`src/rtl/pm_pkg.sv`:
```
package pm_pkg;
  localparam logic [5:0]  OFS_STS = 6'h00;
  localparam logic [5:0]  OFS_EN  = 6'h02;
  localparam logic [5:0]  OFS_CTL = 6'h04;
  localparam logic [5:0]  OFS_TMR = 6'h08;

  localparam int B_TMR_OVF = 0;
  localparam int B_PWRBTN  = 8;
  localparam int B_WAKE    = 15;
  localparam int B_SLP_STB = 13;
  localparam int B_SCI_EN  = 0;

  localparam logic [15:0] SCI_SRC_MASK = 16'h0521;

  localparam logic [7:0] APM_ACPI_ON  = 8'hF1;
  localparam logic [7:0] APM_ACPI_OFF = 8'hF0;

  typedef enum logic [2:0] {
    SLP_POWER_OFF = 3'd0,
    SLP_RESUME    = 3'd1
  } slp_kind_e;
endpackage

```
`src/rtl/pm_tick_gen.sv`:
```
module pm_tick_gen #(
  parameter int CLK_HZ = 100_000_000,
  parameter int TMR_HZ = 3_579_545
) (
  input  logic clk,
  input  logic rst_n,
  output logic tick
);
  localparam int ACC_W = $clog2(CLK_HZ + TMR_HZ) + 1;
  localparam logic [ACC_W-1:0] STEP = ACC_W'(TMR_HZ);
  localparam logic [ACC_W-1:0] WRAP = ACC_W'(CLK_HZ);

  logic [ACC_W-1:0] acc_q;
  logic [ACC_W-1:0] acc_sum;
  logic [ACC_W-1:0] acc_d;

  always_comb begin
    acc_sum = acc_q + STEP;
    tick    = (acc_sum >= WRAP);
    acc_d   = tick ? (acc_sum - WRAP) : acc_sum;
  end

  always_ff @(posedge clk or negedge rst_n) begin
    if (!rst_n) acc_q <= '0;
    else        acc_q <= acc_d;
  end
endmodule

```
`src/rtl/pm_timer.sv`:
```
module pm_timer #(
  parameter int TMR_W = 24
) (
  input  logic             clk,
  input  logic             rst_n,
  input  logic             tick,
  output logic [TMR_W-1:0] count,
  output logic             ovf_evt
);
  localparam int LOW_W = TMR_W - 1;

  logic [TMR_W-1:0] cnt_q;
  logic [TMR_W-1:0] cnt_inc;

  always_comb begin
    cnt_inc = cnt_q + 1'b1;
    ovf_evt = tick && (cnt_inc[LOW_W-1:0] == '0);
  end

  always_ff @(posedge clk or negedge rst_n) begin
    if (!rst_n)    cnt_q <= '0;
    else if (tick) cnt_q <= cnt_inc;
  end

  assign count = cnt_q;
endmodule

```
`src/rtl/pm_apm_port.sv`:
```
module pm_apm_port
  import pm_pkg::*;
(
  input  logic       clk,
  input  logic       rst_n,
  input  logic       apm_wr,
  input  logic       apm_sel,
  input  logic [7:0] apm_wdata,
  input  logic       smi_en,
  output logic [7:0] apm_rdata,
  output logic       acpi_on,
  output logic       acpi_off,
  output logic       smi_pulse
);
  logic [7:0] cmd_q, stat_q;
  logic       cmd_we, stat_we, smi_d, smi_q;

  always_comb begin
    cmd_we   = apm_wr && !apm_sel;
    stat_we  = apm_wr &&  apm_sel;
    acpi_on  = cmd_we && (apm_wdata == APM_ACPI_ON);
    acpi_off = cmd_we && (apm_wdata == APM_ACPI_OFF);
    smi_d    = cmd_we && smi_en;
  end

  always_ff @(posedge clk or negedge rst_n) begin
    if (!rst_n)      cmd_q <= '0;
    else if (cmd_we) cmd_q <= apm_wdata;
  end

  always_ff @(posedge clk or negedge rst_n) begin
    if (!rst_n)       stat_q <= '0;
    else if (stat_we) stat_q <= apm_wdata;
  end

  always_ff @(posedge clk or negedge rst_n) begin
    if (!rst_n) smi_q <= 1'b0;
    else        smi_q <= smi_d;
  end

  assign apm_rdata = apm_sel ? stat_q : cmd_q;
  assign smi_pulse = smi_q;
endmodule

```
`src/rtl/pm_regs.sv`:
```
module pm_regs
  import pm_pkg::*;
(
  input  logic        clk,
  input  logic        rst_n,
  input  logic        reg_wr,
  input  logic [5:0]  reg_addr,
  input  logic [15:0] reg_wdata,
  input  logic        ovf_evt,
  input  logic        pwr_btn,
  input  logic        acpi_on,
  input  logic        acpi_off,
  output logic [15:0] sts,
  output logic [15:0] en,
  output logic [15:0] ctl,
  output logic        sci,
  output logic        shutdown_req,
  output logic        reset_req
);
  logic [15:0] sts_q, en_q, ctl_q;
  logic [15:0] sts_d, ctl_d, sts_set, sts_clr;
  logic        sts_we, en_we, ctl_we, ctl_ce;
  logic        slp_go, shut_d, rst_d, shut_q, rst_q;
  slp_kind_e   slp_kind;

  always_comb begin
    sts_we   = reg_wr && (reg_addr == OFS_STS);
    en_we    = reg_wr && (reg_addr == OFS_EN);
    ctl_we   = reg_wr && (reg_addr == OFS_CTL);
    slp_go   = ctl_we && reg_wdata[B_SLP_STB];
    slp_kind = slp_kind_e'(reg_wdata[12:10]);
    shut_d   = slp_go && (slp_kind == SLP_POWER_OFF);
    rst_d    = slp_go && (slp_kind == SLP_RESUME);

    sts_clr  = sts_we ? reg_wdata : 16'h0000;
    sts_set  = '0;
    sts_set[B_TMR_OVF] = ovf_evt;
    sts_set[B_PWRBTN]  = (pwr_btn && en_q[B_PWRBTN]) || rst_d;
    sts_set[B_WAKE]    = rst_d;
    sts_d    = (sts_q & ~sts_clr) | sts_set;

    ctl_d    = ctl_q;
    if (ctl_we) begin
      ctl_d = reg_wdata;
      ctl_d[B_SLP_STB] = 1'b0;
    end
    if (acpi_on)  ctl_d[B_SCI_EN] = 1'b1;
    if (acpi_off) ctl_d[B_SCI_EN] = 1'b0;
    ctl_ce   = ctl_we || acpi_on || acpi_off;
  end

  always_ff @(posedge clk or negedge rst_n) begin
    if (!rst_n) sts_q <= '0;
    else        sts_q <= sts_d;
  end

  always_ff @(posedge clk or negedge rst_n) begin
    if (!rst_n)     en_q <= '0;
    else if (en_we) en_q <= reg_wdata;
  end

  always_ff @(posedge clk or negedge rst_n) begin
    if (!rst_n)      ctl_q <= '0;
    else if (ctl_ce) ctl_q <= ctl_d;
  end

  always_ff @(posedge clk or negedge rst_n) begin
    if (!rst_n) begin
      shut_q <= 1'b0;
      rst_q  <= 1'b0;
    end else begin
      shut_q <= shut_d;
      rst_q  <= rst_d;
    end
  end

  assign sts          = sts_q;
  assign en           = en_q;
  assign ctl          = ctl_q;
  assign sci          = |(sts_q & en_q & SCI_SRC_MASK);
  assign shutdown_req = shut_q;
  assign reset_req    = rst_q;
endmodule

```
`src/rtl/pm_event_unit.sv`:
```
module pm_event_unit
  import pm_pkg::*;
#(
  parameter int CLK_HZ = 100_000_000,
  parameter int TMR_HZ = 3_579_545,
  parameter int TMR_W  = 24
) (
  input  logic        clk,
  input  logic        rst_n,
  input  logic        reg_wr,
  input  logic [5:0]  reg_addr,
  input  logic [15:0] reg_wdata,
  output logic [31:0] reg_rdata,
  input  logic        apm_wr,
  input  logic        apm_sel,
  input  logic [7:0]  apm_wdata,
  output logic [7:0]  apm_rdata,
  input  logic        smi_en,
  input  logic        pwr_btn,
  output logic        sci,
  output logic        smi_pulse,
  output logic        shutdown_req,
  output logic        reset_req
);
  localparam int PAD_W = 32 - TMR_W;

  logic             tmr_tick, ovf_evt, acpi_on, acpi_off;
  logic [TMR_W-1:0] tmr_cnt;
  logic [15:0]      sts_q, en_q, ctrl_q;

  pm_tick_gen #(.CLK_HZ(CLK_HZ), .TMR_HZ(TMR_HZ)) tick_i (
    .clk(clk), .rst_n(rst_n), .tick(tmr_tick)
  );

  pm_timer #(.TMR_W(TMR_W)) timer_i (
    .clk(clk), .rst_n(rst_n), .tick(tmr_tick),
    .count(tmr_cnt), .ovf_evt(ovf_evt)
  );

  pm_apm_port apm_i (
    .clk(clk), .rst_n(rst_n), .apm_wr(apm_wr), .apm_sel(apm_sel),
    .apm_wdata(apm_wdata), .smi_en(smi_en), .apm_rdata(apm_rdata),
    .acpi_on(acpi_on), .acpi_off(acpi_off), .smi_pulse(smi_pulse)
  );

  pm_regs regs_i (
    .clk(clk), .rst_n(rst_n), .reg_wr(reg_wr), .reg_addr(reg_addr),
    .reg_wdata(reg_wdata), .ovf_evt(ovf_evt), .pwr_btn(pwr_btn),
    .acpi_on(acpi_on), .acpi_off(acpi_off), .sts(sts_q), .en(en_q),
    .ctl(ctrl_q), .sci(sci), .shutdown_req(shutdown_req),
    .reset_req(reset_req)
  );

  always_comb begin
    unique case (reg_addr)
      OFS_STS: reg_rdata = {16'h0000, sts_q};
      OFS_EN:  reg_rdata = {16'h0000, en_q};
      OFS_CTL: reg_rdata = {16'h0000, ctrl_q};
      OFS_TMR: reg_rdata = {{PAD_W{1'b0}}, tmr_cnt};
      default: reg_rdata = 32'h0;
    endcase
  end
endmodule

```
`config.mk`:
```
export PLATFORM = sky130hd
export DESIGN_NAME = pm_event_unit
export DESIGN_NICKNAME = d
export VERILOG_FILES = /design/src/rtl/pm_pkg.sv /design/src/rtl/pm_tick_gen.sv /design/src/rtl/pm_timer.sv /design/src/rtl/pm_apm_port.sv /design/src/rtl/pm_regs.sv /design/src/rtl/pm_event_unit.sv
export SDC_FILE = /design/constraint.sdc
export NUM_CORES = 1
export LEC_CHECK = 0
export ABC_AREA = 1
export CORE_UTILIZATION = 40
export CTS_CLUSTER_SIZE = 14
export DETAILED_ROUTE_END_ITERATION = 16
export PLACE_DENSITY = 0.58
export SYNTH_ARGS = -nofsm -noshare
export SYNTH_HDL_FRONTEND = slang
export SYNTH_SLANG_ARGS = --single-unit
```
`constraint.sdc`:
```
create_clock -name clk -period 3.5 [get_ports clk]
set_clock_uncertainty 0.1 [all_clocks]
set_input_delay 0.525 -clock clk [delete_from_list [all_inputs] [get_ports clk]]
set_output_delay 0.525 -clock clk [all_outputs]
set_load 0.01 [all_outputs]
```
Word level (Yosys, flattened, before mapping)
Index checks and enable logic that the tools add are counted.
{"block": "op_classes", "n_addsub": 3, "order_cmp": 1, "n_eq_ne": 6, "mux": 7, "bitwise_logic": 4, "n_reduce_logical": 24}
{"op": "$pmux W24 S4", "count": 1}
{"op": "$add A28 B22 Y28 const B", "count": 1}
{"op": "$ge A28 B27 Y1 const B", "count": 1}
{"op": "$mux W28", "count": 1}
{"op": "$sub A28 B27 Y28 const B", "count": 1}
{"op": "$add A24 B1 Y24 const B", "count": 1}
{"op": "$logic_not A23 Y1", "count": 1}
{"op": "$and A16 B16 Y16", "count": 1}
{"op": "$eq A8 B8 Y1 const B", "count": 2}
{"op": "$mux W16", "count": 1}
{"op": "$not A16 Y16", "count": 1}
{"op": "$or A16 B16 Y16", "count": 1}
{"op": "$logic_and A1 B1 Y1", "count": 13}
{"op": "$and A11 B11 Y11", "count": 1}
{"op": "$mux W8", "count": 1}
{"op": "$eq A6 B2 Y1 const B", "count": 1}
{"op": "$eq A6 B3 Y1 const B", "count": 1}
{"op": "$eq A6 B4 Y1 const B", "count": 1}
{"op": "$logic_not A6 Y1", "count": 1}
{"op": "$reduce_and A2 Y1", "count": 2}
{"op": "$reduce_or A4 Y1", "count": 1}
{"op": "$eq A3 B1 Y1 const B", "count": 1}
{"op": "$logic_not A3 Y1", "count": 1}
{"op": "$logic_or A1 B1 Y1", "count": 3}
{"op": "other kinds (3)", "count": 5}
{"block": "totals", "register_bits": 118, "out_inout_bits": 44}

Depth between registers and ports, before layout
{"block": "logic_depth", "word_depth": 6, "ltp_mapped": 24}

Cells and area by module
A second synthesis with hierarchy kept.
{"block": "hier_totals", "hier_cells": 1235, "area_unflattened_um2": 8762.2}
{"mod": "pm_tick_gen", "instances": 1, "cells_per_inst": 498, "area_each_um2": 3121.7, "seq_area_each_um2": 700.7}
{"mod": "pm_regs", "instances": 1, "cells_per_inst": 191, "area_each_um2": 2122.0, "seq_area_each_um2": 1226.2}
{"mod": "pm_timer", "instances": 1, "cells_per_inst": 240, "area_each_um2": 1645.3, "seq_area_each_um2": 600.6}
{"mod": "pm_event_unit", "instances": 1, "cells_per_inst": 207, "area_each_um2": 1008.5, "seq_area_each_um2": 0.0}
{"mod": "pm_apm_port", "instances": 1, "cells_per_inst": 99, "area_each_um2": 864.6, "seq_area_each_um2": 425.4}

Least setup slack after synthesis
No wires, ideal clock.
{"block": "synth_path", "kind": "reg2reg", "from": "register tick_i.acc_q[0]", "to": "register timer_i.cnt_q[5] (netlist: timer_i.count[5])", "setup_time_ns": 0.121, "t_arrival_ns": 2.295, "required_time_ns": 3.279, "slack_ns": 0.984, "path_stages_with_launch": 22, "path_buffers": 1, "synth_period_minus_slack_ns": 2.516, "cell_sequence": "dfrtp_1 > ha_1 > nand2_1 > nand2_1 > nand3_1 > nand2_1 > nand2_1 > nand2_1 > inv_1 > ha_1 > nand3b_1 > nor2_1 > nand3_1 > nor2_1 > nand2_1 > nor2_1 > nand3_1 > nand3_2 > nand2_4 > nand2_8 > buf_6 > o21ai_2"}
{"block": "synth_via", "elab_chain_len": 2}
{"item": "from (decl)", "line_no": "pm_tick_gen.sv:13", "source": "logic [ACC_W-1:0] acc_q;"}
{"item": "from (signal assigned)", "line_no": "pm_tick_gen.sv:24", "source": "if (!rst_n) acc_q <= '0;"}
{"item": "from (signal assigned)", "line_no": "pm_tick_gen.sv:25", "source": "else acc_q <= acc_d;"}
{"item": "$add A28 B22 Y28", "line_no": "pm_tick_gen.sv:18", "source": "acc_sum = acc_q + STEP;"}
{"item": "$ge A28 B27 Y1", "line_no": "pm_tick_gen.sv:19", "source": "tick = (acc_sum >= WRAP);"}
{"item": "to (signal assigned)", "line_no": "pm_timer.sv:22", "source": "else if (tick) cnt_q <= cnt_inc;"}
{"item": "to (decl)", "line_no": "pm_timer.sv:12", "source": "logic [TMR_W-1:0] cnt_q;"}
Every way passes these cells.
A chain may end at the register's enable or synchronous reset.

Worst setup path in the final report
{"block": "layout_path", "from": "input reg_addr[5]", "to": "output reg_rdata[15]"}
{"block": "layout_via", "elab_chain_len": 2}
{"item": "from (decl)", "line_no": "pm_event_unit.sv:11", "source": "input logic [5:0] reg_addr,"}
{"item": "$eq A6 B4 Y1, or another cell as far along", "line_no": "pm_event_unit.sv:55", "source": "unique case (reg_addr)"}
{"item": "$pmux W24 S4 (*)", "line_no": "pm_event_unit.sv:55"}
{"item": "to (decl)", "line_no": "pm_event_unit.sv:13", "source": "output logic [31:0] reg_rdata,"}
Mark *: on every way between the ends. The rest lies on a longest branch, timed or not.

==> metrics.md <==
| Metric | Value |
|---|---|
| Reg2reg start | `tick_i.acc_q[0]` |
| Overall Global Routing Usage | `0.212` |
| CP max stage delay | `610 ps` |
| DP Wirelength | `14,800 um` |
| Seq/Total Area, Yosys | `0.391` |
| Worst-Skew Late Latency | `roughly 420 ps` |
| RePlAce Congestion | `0.851` |
| Worst Path Max Fanout | `17` |
| Yosys cell types | `40` |
| Drc violations | `0` |
| Combinational Power Share | `0.072` |
| Hold Path Class | `input port to async pin` |
| Footprint of the multi-input gates | `3850 um2` |
| Setup slack, reg-to-reg | `490 ps` |
| Total Wirelength | `~20,000 um` |
| Post-CTS Resized | `0` |
| Die Y | `139 um` |
| Sequential fraction of design power | `0.419` |
| Io pins | `between 80 and 90` |
| Critical Path End Type | `primary output` |
| Total CTS buffers | `17` |
| DRT Pass-1 Iters | `5` |
| Most common cell after layout, fill and taps aside | `nand2_1` |
| Critical Path AT | `2580 ps` |
| Post-route ant nets | `0` |
| Total number of vias | `6,824` |
| Post-synth ARST share | `1.00` |
| Post-DR vias/cell | `4.92` |
| Fillers | `1,814` |
| Gr ovfl total | `0` |
| Initial drt markers | `479` |
| Ys Warns | `0` |
| CP cell instances | `clkdlybuf4s50_1, nor2_1, inv_1, nor3_1, inv_1, nor3_2, buf_12, a22oi_1, o211ai_1, clkdlybuf4s50_1` |
| Max Cap Viol | `0` |
| Largest net degree at the start of global routing | `65` |
| Clk pwr share | `0.508` |
| Setup TNS | `0 ps` |
| Register area | `2950 um2` |
| Relative slew slack | `0.562` |
| Starting Density | `0.415` |
| Highest Clock Rate | `about 310 MHz` |
| Most frequent cells in the layout | `nand2_1 (332), inv_1 (139), dfrtp_1 (118), nor2_1 (94), clkdlybuf4s50_1 (71)` |
| Rows | `49` |
| Leakage | `4.44 nW` |
| Core Area | `~18,000 um2` |
| Syn avg cell area | `7.13 um2` |
| Metal-1 WL | `~10,000 um` |
| Status | `complete, no violations` |
| EDFF count, synth | `0` |
| RSZ-0062 raised after global routing | `no` |
| Most used DFF post-synth | `dfrtp_1` |
| Final hold vios | `0` |
| DR WL/cell | `between 10 and 15 um` |
| Root buf cell | `clkbuf_16` |
| Port-buffer cells | `72` |
| Sw frac | `0.240` |
| Metal3 WL | `roughly 940 um` |
| Core Util, Final | `0.505` |
| Flops & latches, synth | `118` |
| Initial antenna violation count | `0` |
| Psw | `0.862 mW` |
| Minimum clock period | `roughly 3200 ps` |
| PD cells | `390 nW/um2` |
| Die width | `139 um` |
| Hold_ws | `between 300 and 400 ps` |
| Critical path class | `input port to primary output` |
| Maximum vdd ir drop | `0.000402 V` |
| Share of cells above drive strength 1 | `0.116` |
| Max Used Layer | `met4` |
| Internal power | `around 2.7 mW` |
| CTS clk-pin slew, worst paths | `60 ps` |
| Synth Instances | `1,059` |
| Final Cycle Share | `0.917` |
| Setup violators final | `0` |
| Max-slew violations | `0` |
| Max H-tree Level | `4` |
| First-pass GRT wire length | `approximately 33,000 um` |
| Diodes inserted | `0` |
| Reg2Reg Depth | `22` |
| Number of global-route vias before repair | `6,415` |
| CTS max path bufs | `2` |
| Reg2reg end | `tick_i.acc_q[9]` |
| Crit-path slowest cell | `clkdlybuf4s50_1` |
| Clk sinks | `approximately 120` |
| Required time worst endpoint | `around 2900 ps` |
| Layout area overhead | `21.7%` |
| Die ar. | `between 15,000 and 20,000 um2` |
| Area of the mapped netlist | `7550 um2` |
| Least-Margin Pin Slew | `657 ps` |
| TritonCTS clock tree | `built` |
| Metal2 WL | `~8500 um` |
| Startpoint types | `input port` |
| Nets | `1,186` |
[sequential cells by signal, summed over array words and instances (netlist names)]
signal	count
apm_i.cmd_q	8
apm_i.smi_pulse	1
apm_i.stat_q	8
regs_i.ctl	15
regs_i.en	16
regs_i.reset_req	1
regs_i.shutdown_req	1
regs_i.sts	16
tick_i.acc_q	28
timer_i.count	24
[routing by layer]
| layer | track usage | vias to the layer above |
|---|---|---|
| li1 | - | 3537 |
| met1 | 0.306 | 3108 |
| met2 | 0.317 | 165 |
| met3 | 0.0516 | 14 |
| met4 | 0.0520 | 0 |
| met5 | 0 | - |
[how the worst max path moves through the flow]
| stage | start | end | slack (ps) |
|---|---|---|---|
| after global routing | reg_addr[5] | reg_rdata[10] | 90 |
| after global placement | reg_addr[5] | reg_rdata[10] | 270 |
| after CTS | reg_addr[5] | reg_rdata[11] | 300 |
| after floorplan | tick_i.acc_q[0] | timer_i.count[5] | 980 |
| after detailed placement | reg_addr[5] | reg_rdata[13] | 300 |
| final | reg_addr[5] | reg_rdata[15] | 290 |
[cells in the mapped netlist (2+ instances only)]
master	instances	share of area
nand2_1	332	0.17
o21ai_2	36	0.042
nand2_2	17	0.014
nor2_2	7	0.0058
a21boi_0	5	0.0050
buf_4	8	0.0080
nand4_1	18	0.015
o21ai_0	61	0.040
nand3_1	69	0.046
clkbuf_1	12	0.0060
nor4_1	3	0.0025
ha_1	5	0.0083
a21oi_1	18	0.012
nor2_4	5	0.0075
inv_1	139	0.069
a221oi_1	6	0.0070
nor2_1	94	0.047
a22oi_1	8	0.0080
o211ai_1	9	0.0090
dfrtp_1	118	0.39
xor2_1	32	0.037
nand2_4	3	0.0045
nor3_1	19	0.013
inv_2	11	0.0055
nand3b_1	2	0.0020
buf_6	8	0.012
[critical path, delay by kind of cell]
| family | cells | cell delay (ps) |
|---|---|---|
| buffers and inverters | 5 | 1350 |
| and+or+nand+nor | 3 | 440 |
| AOI/OAI and AO/OA | 2 | 260 |
[logic make-up (layout without fill, tap and decap cells)]
family          Yosys count  count (layout)  share of synthesized area
simple gates            575             575                      0.332
xor+xnor                 32              32                     0.0371
fa+ha+maj                 5               5                    0.00829
compound gates          147             147                      0.128
mux                       1               1                    0.00149
other cells               1               8                   0.000497
buf+inv                 180             271                      0.102
flops                   118             118                      0.391
[stage by stage]
stage	cell area [um2]	std cells	worst slack, ps	total power [mW]
after floorplan	7570	1066	984	1.64
after global placement	8570	1353	268	1.78
after detailed placement	8570	1353	304	1.79
after CTS	9190	1386	298	3.63
after global routing	9190	1386	94.7	3.73
final	9190	1386	291	3.59
[power groups by stage]
| stage | Combinational, mW | Clock (mW) | Sequential [mW] |
|---|---|---|---|
| global route | 0.296 | 1.92 | 1.51 |
| global placement | 0.260 | 0 | 1.52 |
| finish | 0.260 | 1.82 | 1.50 |
| floorplan | 0.127 | 0 | 1.51 |
| detailed placement | 0.263 | 0 | 1.53 |
| CTS | 0.265 | 1.86 | 1.50 |
[area by class of cell]
cell class,instances,share of cell area
inverter,151,0.0618
multi-input combinational,768,0.419
timing repair buffer,88,0.0997
clock buffer,19,0.0482
tap,229,0.0312
clock inverter,13,0.0185
sequential,118,0.321
[timing repair]
item | CTS | global route
endpoints found under the hold margin | 5 | 0
setup buffers | 0 | 0
hold buffers | 1 | 0
Power figures use the tool's default switching activity.
